===== config.mk =====
export PLATFORM = sky130hd
export DESIGN_NAME = ctl_stat_reg
export DESIGN_NICKNAME = d
export VERILOG_FILES = /design/src/rtl/csr_stat_pkg.sv /design/src/rtl/csr_run_flag.sv /design/src/rtl/csr_evt_bank.sv /design/src/rtl/csr_bus_wdog.sv /design/src/rtl/ctl_stat_reg.sv
export SDC_FILE = /design/constraint.sdc
export NUM_CORES = 1
export LEC_CHECK = 0
export CORE_ASPECT_RATIO = 0.6
export CORE_MARGIN = 5
export CORE_UTILIZATION = 40
export DETAILED_ROUTE_END_ITERATION = 12
export PLACE_DENSITY = 0.87
export RECOVER_POWER = 50
export SYNTH_ARGS = -nofsm -noshare
export SYNTH_HDL_FRONTEND = slang
export SYNTH_HIERARCHICAL = 1
export SYNTH_SLANG_ARGS = --single-unit

===== constraint.sdc =====
create_clock -name clk -period 2.3 [get_ports clk]
set_input_delay 0.46 -clock clk [delete_from_list [all_inputs] [get_ports clk]]
set_output_delay 0.46 -clock clk [all_outputs]
set_load 0.05 [all_outputs]

===== src/rtl/csr_stat_pkg.sv =====
package csr_stat_pkg;
  localparam int unsigned REG_W  = 16;
  localparam int unsigned N_EVT  = 7;
  // positions in the host-visible word
  localparam int unsigned P_TXON = 11;
  localparam int unsigned P_RXON = 10;
  localparam int unsigned P_IEN  = 9;
  localparam int unsigned P_SUM  = 8;
  localparam int unsigned P_EVLO = 1;
  // index inside the event vector (word bit = index + P_EVLO)
  localparam int unsigned E_MERR = 6;
  // events that feed the summary flag: merr, missed, prim, tx ring, rx ring
  localparam logic [N_EVT-1:0] SUM_MASK = 7'b1100111;
endpackage


===== src/rtl/csr_run_flag.sv =====
module csr_run_flag (
  input  logic clk,
  input  logic rst,
  input  logic start,
  input  logic stop,
  input  logic kill,
  input  logic stopped,
  input  logic dis,
  output logic on
);
  logic dis_q;

  always_ff @(posedge clk) begin
    dis_q <= dis;
  end

  always_ff @(posedge clk) begin
    if (rst) begin
      on <= 1'b0;
    end else if (stop || kill || dis) begin
      on <= 1'b0;
    end else if (start || (dis_q && !stopped)) begin
      on <= 1'b1;
    end
  end
endmodule


===== src/rtl/csr_evt_bank.sv =====
module csr_evt_bank #(
  parameter int unsigned N = 7
) (
  input  logic         clk,
  input  logic         rst,
  input  logic         flush,
  input  logic [N-1:0] set,
  input  logic [N-1:0] clr,
  output logic [N-1:0] q
);
  for (genvar i = 0; i < N; i++) begin : g_bit
    always_ff @(posedge clk) begin
      if (rst || flush) begin
        q[i] <= 1'b0;
      end else if (set[i]) begin
        q[i] <= 1'b1;
      end else if (clr[i]) begin
        q[i] <= 1'b0;
      end
    end
  end
endmodule


===== src/rtl/csr_bus_wdog.sv =====
module csr_bus_wdog #(
  parameter int unsigned LIMIT = 256
) (
  input  logic clk,
  input  logic rst,
  input  logic wait_i,
  input  logic start_i,
  input  logic ready_i,
  output logic fire,
  output logic release_q
);
  localparam int unsigned CW = (LIMIT > 2) ? $clog2(LIMIT) : 1;
  localparam logic [CW-1:0] LAST = CW'(LIMIT - 1);

  logic [CW-1:0] cnt;

  assign fire = wait_i && !ready_i && !start_i && (cnt == LAST);

  always_ff @(posedge clk) begin
    if (rst) begin
      cnt       <= '0;
      release_q <= 1'b0;
    end else begin
      release_q <= fire;
      if (!wait_i || ready_i || start_i || fire) begin
        cnt <= '0;
      end else begin
        cnt <= cnt + 1'b1;
      end
    end
  end
endmodule


===== src/rtl/ctl_stat_reg.sv =====
module ctl_stat_reg
  import csr_stat_pkg::*;
#(
  parameter int unsigned TIMEOUT_CLKS = 256
) (
  input  logic             clk,
  input  logic             rst,
  input  logic             wr_en,
  input  logic [REG_W-1:0] wr_data,
  input  logic             start_p,
  input  logic             stop_p,
  input  logic             tx_dis,
  input  logic             rx_dis,
  input  logic             ev_missed,
  input  logic             ev_rx_ovr,
  input  logic             ev_tx_und,
  input  logic             ev_prim,
  input  logic             ev_tx_ring,
  input  logic             ev_rx_ring,
  input  logic             bm_wait,
  input  logic             bm_start,
  input  logic             bm_ready,
  output logic [REG_W-1:0] csr_q,
  output logic             irq_n,
  output logic             bus_release
);
  logic             stopped;
  logic             ien;
  logic             tmo;
  logic             tx_on, rx_on;
  logic             summary;
  logic [N_EVT-1:0] ev_set, ev_clr, ev_q;
  logic             unused_wr_bits;

  assign unused_wr_bits = ^{wr_data[REG_W-1:P_IEN+1], wr_data[P_SUM], wr_data[0]};

  // stopped phase: from reset or Stop until Start; Stop wins a tie
  always_ff @(posedge clk) begin
    if (rst || stop_p) begin
      stopped <= 1'b1;
    end else if (start_p) begin
      stopped <= 1'b0;
    end
  end

  // interrupt enable: plain read/write, setting refused while stopped
  always_ff @(posedge clk) begin
    if (rst || stop_p) begin
      ien <= 1'b0;
    end else if (wr_en) begin
      ien <= wr_data[P_IEN] && !stopped;
    end
  end

  csr_bus_wdog #(.LIMIT(TIMEOUT_CLKS)) u_wdog (
    .clk       (clk),
    .rst       (rst),
    .wait_i    (bm_wait),
    .start_i   (bm_start),
    .ready_i   (bm_ready),
    .fire      (tmo),
    .release_q (bus_release)
  );

  csr_run_flag u_tx (
    .clk (clk), .rst (rst), .start (start_p), .stop (stop_p),
    .kill (tmo), .stopped (stopped), .dis (tx_dis), .on (tx_on)
  );

  csr_run_flag u_rx (
    .clk (clk), .rst (rst), .start (start_p), .stop (stop_p),
    .kill (tmo), .stopped (stopped), .dis (rx_dis), .on (rx_on)
  );

  assign ev_set = {tmo, ev_missed, ev_rx_ovr, ev_tx_und, ev_prim, ev_tx_ring, ev_rx_ring};
  assign ev_clr = wr_en ? wr_data[P_EVLO +: N_EVT] : '0;

  csr_evt_bank #(.N(N_EVT)) u_evt (
    .clk   (clk),
    .rst   (rst),
    .flush (stop_p),
    .set   (ev_set),
    .clr   (ev_clr),
    .q     (ev_q)
  );

  assign summary = |(ev_q & SUM_MASK);
  assign irq_n   = !(ien && summary);

  always_comb begin
    csr_q                     = '0;
    csr_q[P_TXON]             = tx_on;
    csr_q[P_RXON]             = rx_on;
    csr_q[P_IEN]              = ien;
    csr_q[P_SUM]              = summary;
    csr_q[P_EVLO +: N_EVT]    = ev_q;
  end
endmodule


Word level (Yosys, flattened, before mapping) --
Index checks and enable logic that the tools add are counted.
Operators by class: $add $sub $neg 1, equal/unequal tests 1, multiplexer cells 15, reductions and logical operators 32
Operators by type and width (number):
- $mux 1 | 14
- $reduce_bool 2->1 | 7
- $logic_or 1x1->1 | 9
- $add 8x1->8 const B | 1
- $eq 8x8->1 const B | 1
- $logic_and 1x1->1 | 7
- $mux 7 | 1
- $reduce_or 2->1 | 3
- $logic_not 1->1 | 5
- $reduce_or 5->1 | 1
Word-level totals: flip-flop bits (word level) 22, output and inout bits 18, word-level logic and storage cells 64

Longest topological paths before layout --
Gate-level depths: netlist of run 1.
depth after elaboration 7, mapped depth 6, depth with buffers taken out 6

Cells and area by module --
Netlist of run 1, hierarchy kept.
Modules (own cells, without submodules):
- csr_bus_wdog | times used 1, cells each 43, area each 405.4 µm², sequential area each 180.2 µm²
- csr_evt_bank | times used 1, cells each 30, area each 289.0 µm², sequential area each 140.1 µm²
- ctl_stat_reg | times used 1, cells each 29, area each 220.2 µm², sequential area each 40.0 µm²
- csr_run_flag | times used 2, cells each 5, area each 67.6 µm², sequential area each 40.0 µm²

Worst setup path before layout of run 1 --
No wires, ideal clock.
path kind flip-flop to flip-flop, start reg u_wdog.cnt[0], end reg u_rx.on, library setup time 0.120 ns, data arrival time 1.515 ns, required time 2.180 ns, setup slack 0.665 ns, stages on the path, launching flop included 7, buffers on the path 0, cell sequence dfxtp_1 ha_1 nand3_2 or2_1 nor4b_2 nor4_2 o31a_1
On the way: longest elaborated chain between the ends 5
RTL lines:
- start: declaration | RTL line csr_bus_wdog.sv:15 | logic [CW-1:0] cnt;
- start signal: assignment | RTL line csr_bus_wdog.sv:28 | cnt <= cnt + 1'b1;
- $eq 8x8->1 | RTL line csr_bus_wdog.sv:17 | assign fire = wait_i && !ready_i && !start_i && (cnt == LAST);
- $logic_and 1x1->1 | RTL line csr_bus_wdog.sv:17
- net tmo | RTL line ctl_stat_reg.sv:29 | logic tmo;
- $logic_or 1x1->1 (2 in a row) | RTL line csr_run_flag.sv:20 | end else if (stop || kill || dis) begin
- $reduce_or 2->1 (no line)
- end signal: assignment | RTL line csr_run_flag.sv:19 | on <= 1'b0;
- end signal: assignment | RTL line csr_run_flag.sv:21 | on <= 1'b0;
- end signal: assignment | RTL line csr_run_flag.sv:23 | on <= 1'b1;
- end: declaration | RTL line csr_run_flag.sv:9 | output logic on
The timed path passes the listed nets, and every way through them passes these cells. A chain may end at the register's enable or synchronous reset.

Final worst setup path of run 1 --
start reg u_evt.q[1], end out csr_q[8]
On the way: longest elaborated chain between the ends 1
RTL lines:
- start: declaration | RTL line csr_evt_bank.sv:9 | output logic [N-1:0] q
- start signal: indexed assignment | RTL line csr_evt_bank.sv:14 | q[i] <= 1'b0;
- start signal: indexed assignment | RTL line csr_evt_bank.sv:16 | q[i] <= 1'b1;
- start signal: indexed assignment | RTL line csr_evt_bank.sv:18 | q[i] <= 1'b0;
- $reduce_or 5->1 | RTL line ctl_stat_reg.sv:87 | assign summary = |(ev_q & SUM_MASK);
- end: declaration | RTL line ctl_stat_reg.sv:23 | output logic [REG_W-1:0] csr_q,
Every way passes these cells.

==> results list, run 1 <==
- Entering global routing, the biggest net connects 14 pins.
* Drt via density: 4.85
* Buffers inserted by post-CTS timing repair: 0
- Clock insertion delay at the later pin of the skew report: 260 ps
* Post-route clock period utilization: between 90% and 100%
- Setup Skew: 3.23 ps
* Post-route design area: 1450 um^2
* Max-cap viol count: 0
- Number of levels in the clock H-tree: 1
- Routability-driven placement finished with a final weighted congestion of about 0.84.
* Total number of vias: about 860
* GRT Resource Usage Total: 12.8%
- For this design the total switching power over the nets is 0.000212 W.
- Of the cells placed in the final design, the portion with a size suffix greater than 1 is 15.8%.
- CTS tree: done
- After clock tree synthesis, the clock-pin slew on the worst setup and hold paths is 80 ps.
- At the pin with the least slew margin, the transition time is approximately 700 ps.
* Initial antenna violation count: 0
- Clock share of power: 40.2%
* Maximum vdd ir drop: 0.390 mV
- Net switching is around a quarter of the power.
- The first detailed-routing pass took 4 iterations.
- Core Area: approximately 2500 um^2
- For this run the aggregate overflow at the end of global routing stands at 0.
- In the synthesized netlist the async set-or-reset flop fraction comes to 0%.
* Setup tns final: 0 ps
* Gate power share: 15.6%
- Post-detailed-placement half-perimeter wirelength: 1.94 mm
- For this run, the number of Yosys warnings is 6.
- Worst hold path class: reg -> reg
* Post-synthesis instance area: between 1000 and 1500 um^2
- For this run, the top clock speed supported by timing is 0.471 GHz.
- Startpoint types: flip-flop
* Critical setup path kind: reg -> out
- Sort of element at the end of the critical path: primary output
- P_int: ~0.00069 W
* Chip height: approximately 50 um
* Horizontal die dimension: between 70 and 80 um
* Initial standard-cell utilization of the core: 41.9%
- From synthesis to final layout, the design area changed by 38.3%.
- Number of clock buffers inserted by TritonCTS: 3
* Commonest register cell after synthesis: sky130_fd_sc_hd__dfxtp_1
* Portion of total power attributed to sequential cells: 44.2%
* Number of cell rows: 14
- STA puts the critical path data arrival time at approximately 1700 ps.
- Floorplan die area: 3780 um^2
- Number of distinct library cell variants in the gate-level netlist after synthesis: 35
* CTS max path bufs: 2
* Layout Nets: 180
- After detailed routing, the total wire length is 2.47 mm.
- Along the worst path, the maximum fanout reaches 3.
- The run finished with clean final reports.
- The final hold violation count came to 0.
* Setup violators final: 0
* Register area share after synthesis: around two fifths
* Number of synthesized flops with an enable pin: 0
- Wire length of the first global-routing pass: 3.85 mm
- Cell at the root of the clock tree: sky130_fd_sc_hd__clkbuf_8
- Post-synthesis average cell area: around 9.4 um^2
* Number of placed I/O pins: 50
- Measured on the finished design, the core utilization comes to 57.9%.
- Setup repair after global routing left no endpoint under its margin.
- Static leakage: 0.536 nW
* Count of hold-fix buffers inserted at cts: 0
- Number of DRC markers after the initial detailed-route iteration: 30
- Total number of clock tree sinks: 22
- The cell count after synthesis came out at about 110.
* Data required time at the worst endpoint: 1840 ps
* Total power divided by cell area: just over 600 nW/um^2
* Inserted Diodes: 0
- Routed wire per std cell: 13.9 um
- Worst slew margin: a little over half
* Port bufs: 36
* DRT antenna net count: 0
- For this run, design rule violations remaining after detail routing come to 0.
- The via count of the first global-routing pass is 827.
- Flip-flop and latch count after synthesis: 22
- Crit path time final: 2120 ps
* Pins over their slew limit: 0
- Cell area after placement: approximately 1400 um^2
- Number of gates resized after CTS: 0
## sequential cells by signal, indices dropped and copies added (netlist names)
name              flops
ien                   1
stopped               1
u_evt/q               7
u_rx/dis_q            1
u_rx/on               1
u_tx/dis_q            1
u_tx/on               1
u_wdog/cnt            8
u_wdog/release_q      1
## metrics by stage
step	power [W]	setup WS [ps]	hold slack, ps	cells
detailed placement	0.000547	463	469	174
floorplan	0.000493	665	441	116
global placement	0.000543	443	460	174
finish	0.000897	178	488	178
global route	0.000929	114	496	178
CTS	0.000910	165	489	178
## area by class of cell
cell class / count / area, um^2
fillers: 221 / 1050
multi-input cells: 74 / 504
flip-flops and latches: 22 / 440
repair buffers: 36 / 358
clock buffers: 3 / 41.3
well taps: 32 / 40.0
inverters: 10 / 37.5
clock inverters: 1 / 30.0
## cell usage in the layout (no fill, tap or decap), types with 2 or more instances in the layout
cell,instances
sky130_fd_sc_hd__nand2_1,3
sky130_fd_sc_hd__o21ai_0,4
sky130_fd_sc_hd__xnor2_1,2
sky130_fd_sc_hd__a21oi_2,7
sky130_fd_sc_hd__conb_1,5
sky130_fd_sc_hd__and2_2,7
sky130_fd_sc_hd__dlygate4sd3_1,3
sky130_fd_sc_hd__nor2b_1,2
sky130_fd_sc_hd__dfxtp_1,22
sky130_fd_sc_hd__clkdlybuf4s50_1,32
sky130_fd_sc_hd__clkbuf_8,3
sky130_fd_sc_hd__nand2b_1,9
sky130_fd_sc_hd__or3_1,2
sky130_fd_sc_hd__a21oi_1,2
sky130_fd_sc_hd__nor2_1,7
sky130_fd_sc_hd__nor4_2,2
sky130_fd_sc_hd__nand4_1,2
sky130_fd_sc_hd__inv_1,10
sky130_fd_sc_hd__o31a_1,2
## logic make-up (layout without fill, tap and decap cells)
group / count (synthesis) / in the layout / synth area share, %
XOR/XNOR: 2 / 2 / 1.67
other: 1 / 5 / 0.357
flip-flops: 22 / 22 / 42.0
buffers and inverters: 20 / 50 / 11.1
adder cells (fa/ha/maj): 1 / 1 / 1.19
AO/OA/AOI/OAI: 21 / 21 / 15.0
AND/OR/NAND/NOR: 45 / 45 / 28.7
## critical path, cell delays in order (launching register included)
cell	delay, ps
sky130_fd_sc_hd__dfxtp_1	340
sky130_fd_sc_hd__nor3_1	260
sky130_fd_sc_hd__nand2_1	90
sky130_fd_sc_hd__clkdlybuf4s50_1	710
## Yosys cell counts, drive strengths merged, types with 3 or more instances
cell type | instances | share of area (%)
dfxtp | 22 | 42
o21ai | 4 | 1.9
nor2 | 7 | 2.5
buf | 10 | 7.5
nand2 | 3 | 1.1
inv | 10 | 3.6
nand2b | 9 | 5.4
a21oi | 9 | 6.8
and2 | 7 | 5.0
## path summary, 6_finish.rpt
check                                    from       endpoint  slack [ps]  cells past startpoint
worst max-delay path               u_evt/q[1]       csr_q[8]         180                      3
worst max register to register  u_wdog/cnt[0]     u_evt/q[6]         440                      6
worst min-delay path            u_wdog/cnt[0]  u_wdog/cnt[0]         490                      1
worst min register to register  u_wdog/cnt[0]  u_wdog/cnt[0]         490                      1
## power by group through the flow
stage                     Sequential, W  Combinational (W)  Clock (W)
after floorplan                0.000421          0.0000722          0
after global placement         0.000405           0.000139          0
after detailed placement       0.000405           0.000142          0
after CTS                      0.000396           0.000143   0.000371
after global routing           0.000398           0.000147   0.000384
final                          0.000396           0.000140   0.000361
## routing by layer
metal  up-vias  global-route usage (%)  part of all wire [%]
met5         -                       0                     0
met4         0                    4.07                  0.73
li1        430                       -                     -
met1       409                    14.6                    43
met2        22                    22.6                    51
met3         2                    4.18                   4.8
No activity file was read; power rests on OpenSTA's default activity.
==> inputs of run 2 (changes only) <==
--- a/config.mk
+++ b/config.mk
@@ -11,6 +11,7 @@
 export DETAILED_ROUTE_END_ITERATION = 12
 export PLACE_DENSITY = 0.87
 export RECOVER_POWER = 50
+export SKIP_LAST_GASP = 1
 export SYNTH_ARGS = -nofsm -noshare
 export SYNTH_HDL_FRONTEND = slang
 export SYNTH_HIERARCHICAL = 1
==> results of run 2 <==
The final DEF is identical to that of run 1; final timing and power are the same.
==> inputs of run 3 (changes only) <==
--- a/config.mk
+++ b/config.mk
@@ -5,7 +5,7 @@
 export SDC_FILE = /design/constraint.sdc
 export NUM_CORES = 1
 export LEC_CHECK = 0
-export CORE_ASPECT_RATIO = 0.6
+export CORE_ASPECT_RATIO = 1.25
 export CORE_MARGIN = 5
 export CORE_UTILIZATION = 40
 export DETAILED_ROUTE_END_ITERATION = 12
==> results list, run 3 (same netlist as run 1, synthesis figures left out) <==
* Number of levels in the clock H-tree: 1 (unchanged)
- CTS max path bufs: 2 (unchanged)
* Core Area: 2480 um^2 (-1.1%)
- Crit path time final: 2170 ps (+49.8 ps)
- Data required time at the worst endpoint: 1840 ps (about the same)
- Setup tns final: 0 ps (unchanged)
- Startpoint of the tightest hold check path: u_evt/q[3]
- Routed wire per std cell: 13.1 um (-5.7%)
* Initial antenna violation count: 0 (unchanged)
* Port bufs: 36 (unchanged)
* Worst hold path class: reg -> reg
* Cell at the root of the clock tree: sky130_fd_sc_hd__clkbuf_4
- The worst reg2reg path depth is 6 (unchanged).
- Fraction of power spent switching nets: 24.4% (+0.79 points)
- Delay of the slowest cell on the worst path: 700 ps (about the same)
- Horizontal die dimension: 55.8 um (-27%)
* Flop-to-flop setup slack: 430 ps (about the same)
- The placed wire-length estimate came to 1.96 mm (+0.88%).
* Static leakage: 0.533 nW (-0.45%)
- Post-route design area: 1440 um^2 (-0.69%)
* Total number of vias: 866 (+0.35%)
* Total power divided by cell area: 578 nW/um^2 (-6.5%)
- The cell row count came to 20 (+6).
- Cell area after placement: 1390 um^2 (+0.63%)
- Critical path buffers and inverters: 1 (unchanged)
* Final Non-Filler Cells: 180 (+1.1%)
* Drt via density: 4.81 (-0.77%)
- Hold Slack: 496 ps (+8.26 ps)
* Startpoint types: flip-flop
- Maximum number of pins on one net before global-route repair: 14 (unchanged)
- Final hold violations: 0 (unchanged)
* Clock share of power: 35.5% (-4.7 points)
- The number of flip-flops in the largest register is 8 (unchanged).
- The slew of the pin with the lowest slew margin is 652 ps (-45.2 ps).
- The part of the total power dissipated in combinational logic came to 16.9% (+1.3 points).
- The routability congestion estimate was 0.792 (-6.3%).
* DRT antenna net count: 0 (unchanged)
- The worst relative slew slack is 56.6% (+3.0 points).
- The largest individual stage delay along the critical path comes from the cell sky130_fd_sc_hd__clkdlybuf4s50_1.
- 1st-pass router iterations: 4 (unchanged)
- R2r endpoint: u_rx/on
- The overall overflow remaining after global route is 0 (unchanged).
* End point of the worst hold path: u_evt/q[3]
* Total number of clock tree sinks: 22 (unchanged)
* DRC violations left: 0 (unchanged)
* Wire length of the first global-routing pass: 4.15 mm (+7.9%)
* Cell count after placement: 176 (+1.1%)
- The net total in the final layout came to 181 (+0.56%).
- Traced cell by cell, the critical path runs through nor3_1 -> nand2_1 -> clkdlybuf4s50_1.
- The fraction of power consumed by sequential logic was 47.6% (+3.4 points).
- Peak Freq: 0.460 GHz (-2.3%)
- Inserted Diodes: 0 (unchanged)
- Post-synthesis to final-layout area growth: 37.3%
* Via count of the first global-routing pass: 953 (+15%)
* CTS tree: done
- Number of DRC markers after the initial detailed-route iteration: 19 (-37%)
* Register ranked first by flip-flop count: u_wdog/cnt
- Count of hold-fix buffers inserted at cts: 0 (unchanged)
- Family with the most delay on the worst path: buffers and inverters
- Number of placed I/O pins: 50 (unchanged)
- The flow ran to the end, and the final reports show no timing, DRC or antenna violations.
- The max-capacitance violation count is 0 (unchanged).
- Fraction of final layout cells with drive strength greater than 1: 16.3% (+0.57 points)
* Maximum vdd ir drop: 0.351 mV (-9.9%)
* Floorplan die area: 3760 um^2 (-0.72%)
- The endpoint arrival time on the critical path is 1710 ps (+50 ps).
* Maximum fanout count along the critical path: 3 (unchanged)
* Detailed-route wire length: 2.36 mm (-4.6%)
* Most used cells in the layout excluding fill and tap cells: sky130_fd_sc_hd__clkdlybuf4s50_1, sky130_fd_sc_hd__dfxtp_1, sky130_fd_sc_hd__inv_1, sky130_fd_sc_hd__nand2b_1
- The internal power came to 0.000630 W (-8.1%).
- The combined global-route utilization of all metal layers is 14.0% (+1.3 points).
- The total net switching power came to 0.000203 W (-4.0%).
* Initial standard-cell utilization of the core: 42.4% (+0.47 points)
- Number of clock buffers inserted by TritonCTS: 3 (unchanged)
- The buffers inserted during post-CTS setup optimization was 0 (unchanged).
* Setup Skew: 9.69 ps (+6.45 ps)
- RSZ-0062 raised after global routing: false
- In the final layout, the registers with the most flip-flops are u_wdog/cnt (8), u_evt/q (7).
- The portion of the clock cycle consumed by the worst path in the final layout came to 94.4% (+2.2 points).
- Setup violators final: 0 (unchanged)
- The depth of the worst hold-timing path was 2 (+1).
- Number of gates resized after CTS: 0 (unchanged)
* Sort of element at the end of the critical path: primary output
- In this run the critical register-to-register path is launched from u_wdog/cnt[0].
- The max-slew violation count is 0 (unchanged).
- The die outline height came to 67.3 um (+35%).
- Leaving out fill and tap cells, the most frequent cell in the layout is sky130_fd_sc_hd__clkdlybuf4s50_1.
- The clock latency of the later-clocked register in the worst-skew pair was 310 ps (+50 ps).
* Worst-path clk slew: 120 ps (+40 ps)
* Critical setup path kind: reg -> out
==> run 3: worst min-delay path, cell delays in order (launching register included) <==
cell and delay, ps:
sky130_fd_sc_hd__dfxtp_1 330, sky130_fd_sc_hd__nand2b_1 80, sky130_fd_sc_hd__a21oi_2 50
==> run 3: metal layers <==
layer / part of all wire, % / wire length, um / global-route usage [%] / up-vias
met2: 51 / 1210 / 25.7 / 34
met1: 39 / 911 / 14.4 / 391
li1: - / - / - / 435
met5: 0 / 0 / 0 / -
met3: 8.1 / 190 / 3.82 / 6
met4: 2.1 / 49 / 8.31 / 0
==> run 3: stage by stage <==
step | power (W) | util (%) | setup slack (ps)
2_1_floorplan | 0.000493 | - | 665
3_3_place_gp | 0.000544 | 56.2 | 487
3_5_place_dp | 0.000548 | 56.2 | 378
4_1_cts | 0.000843 | 58.3 | 95.6
5_1_grt | 0.000877 | 58.2 | 39.0
6_report | 0.000833 | 58.2 | 128
==> run 3: final cells by class <==
| class | count | area [um^2] |
|---|---|---|
| clock buffers | 3 | 22.5 |
| clock inverters | 1 | 30.0 |
| fillers | 230 | 1040 |
| inverters | 10 | 37.5 |
| multi-input cells | 74 | 504 |
| flip-flops and latches | 22 | 440 |
| well taps | 33 | 41.3 |
| repair buffers | 37 | 365 |
==> run 3: worst max path at each step <==
stage / start / to / slack [ps] / depth (start not counted)
floorplan: u_wdog/cnt[0] / u_rx/on / 670 / 6
global placement: u_evt/q[1] / csr_q[8] / 490 / 3
detailed placement: rst / u_wdog/cnt[5] / 380 / 4
CTS: u_evt/q[1] / csr_q[8] / 100 / 3
global route: u_evt/q[1] / csr_q[8] / 40 / 3
finish: u_evt/q[1] / csr_q[8] / 130 / 3
==> run 3: power by group through the flow <==
stage / clock [W] / combinational [W] / sequential (W)
floorplan: 0 / 0.0000722 / 0.000421
global placement: 0 / 0.000140 / 0.000404
detailed placement: 0 / 0.000143 / 0.000405
CTS: 0.000303 / 0.000143 / 0.000397
global route: 0.000329 / 0.000150 / 0.000398
finish: 0.000296 / 0.000141 / 0.000397
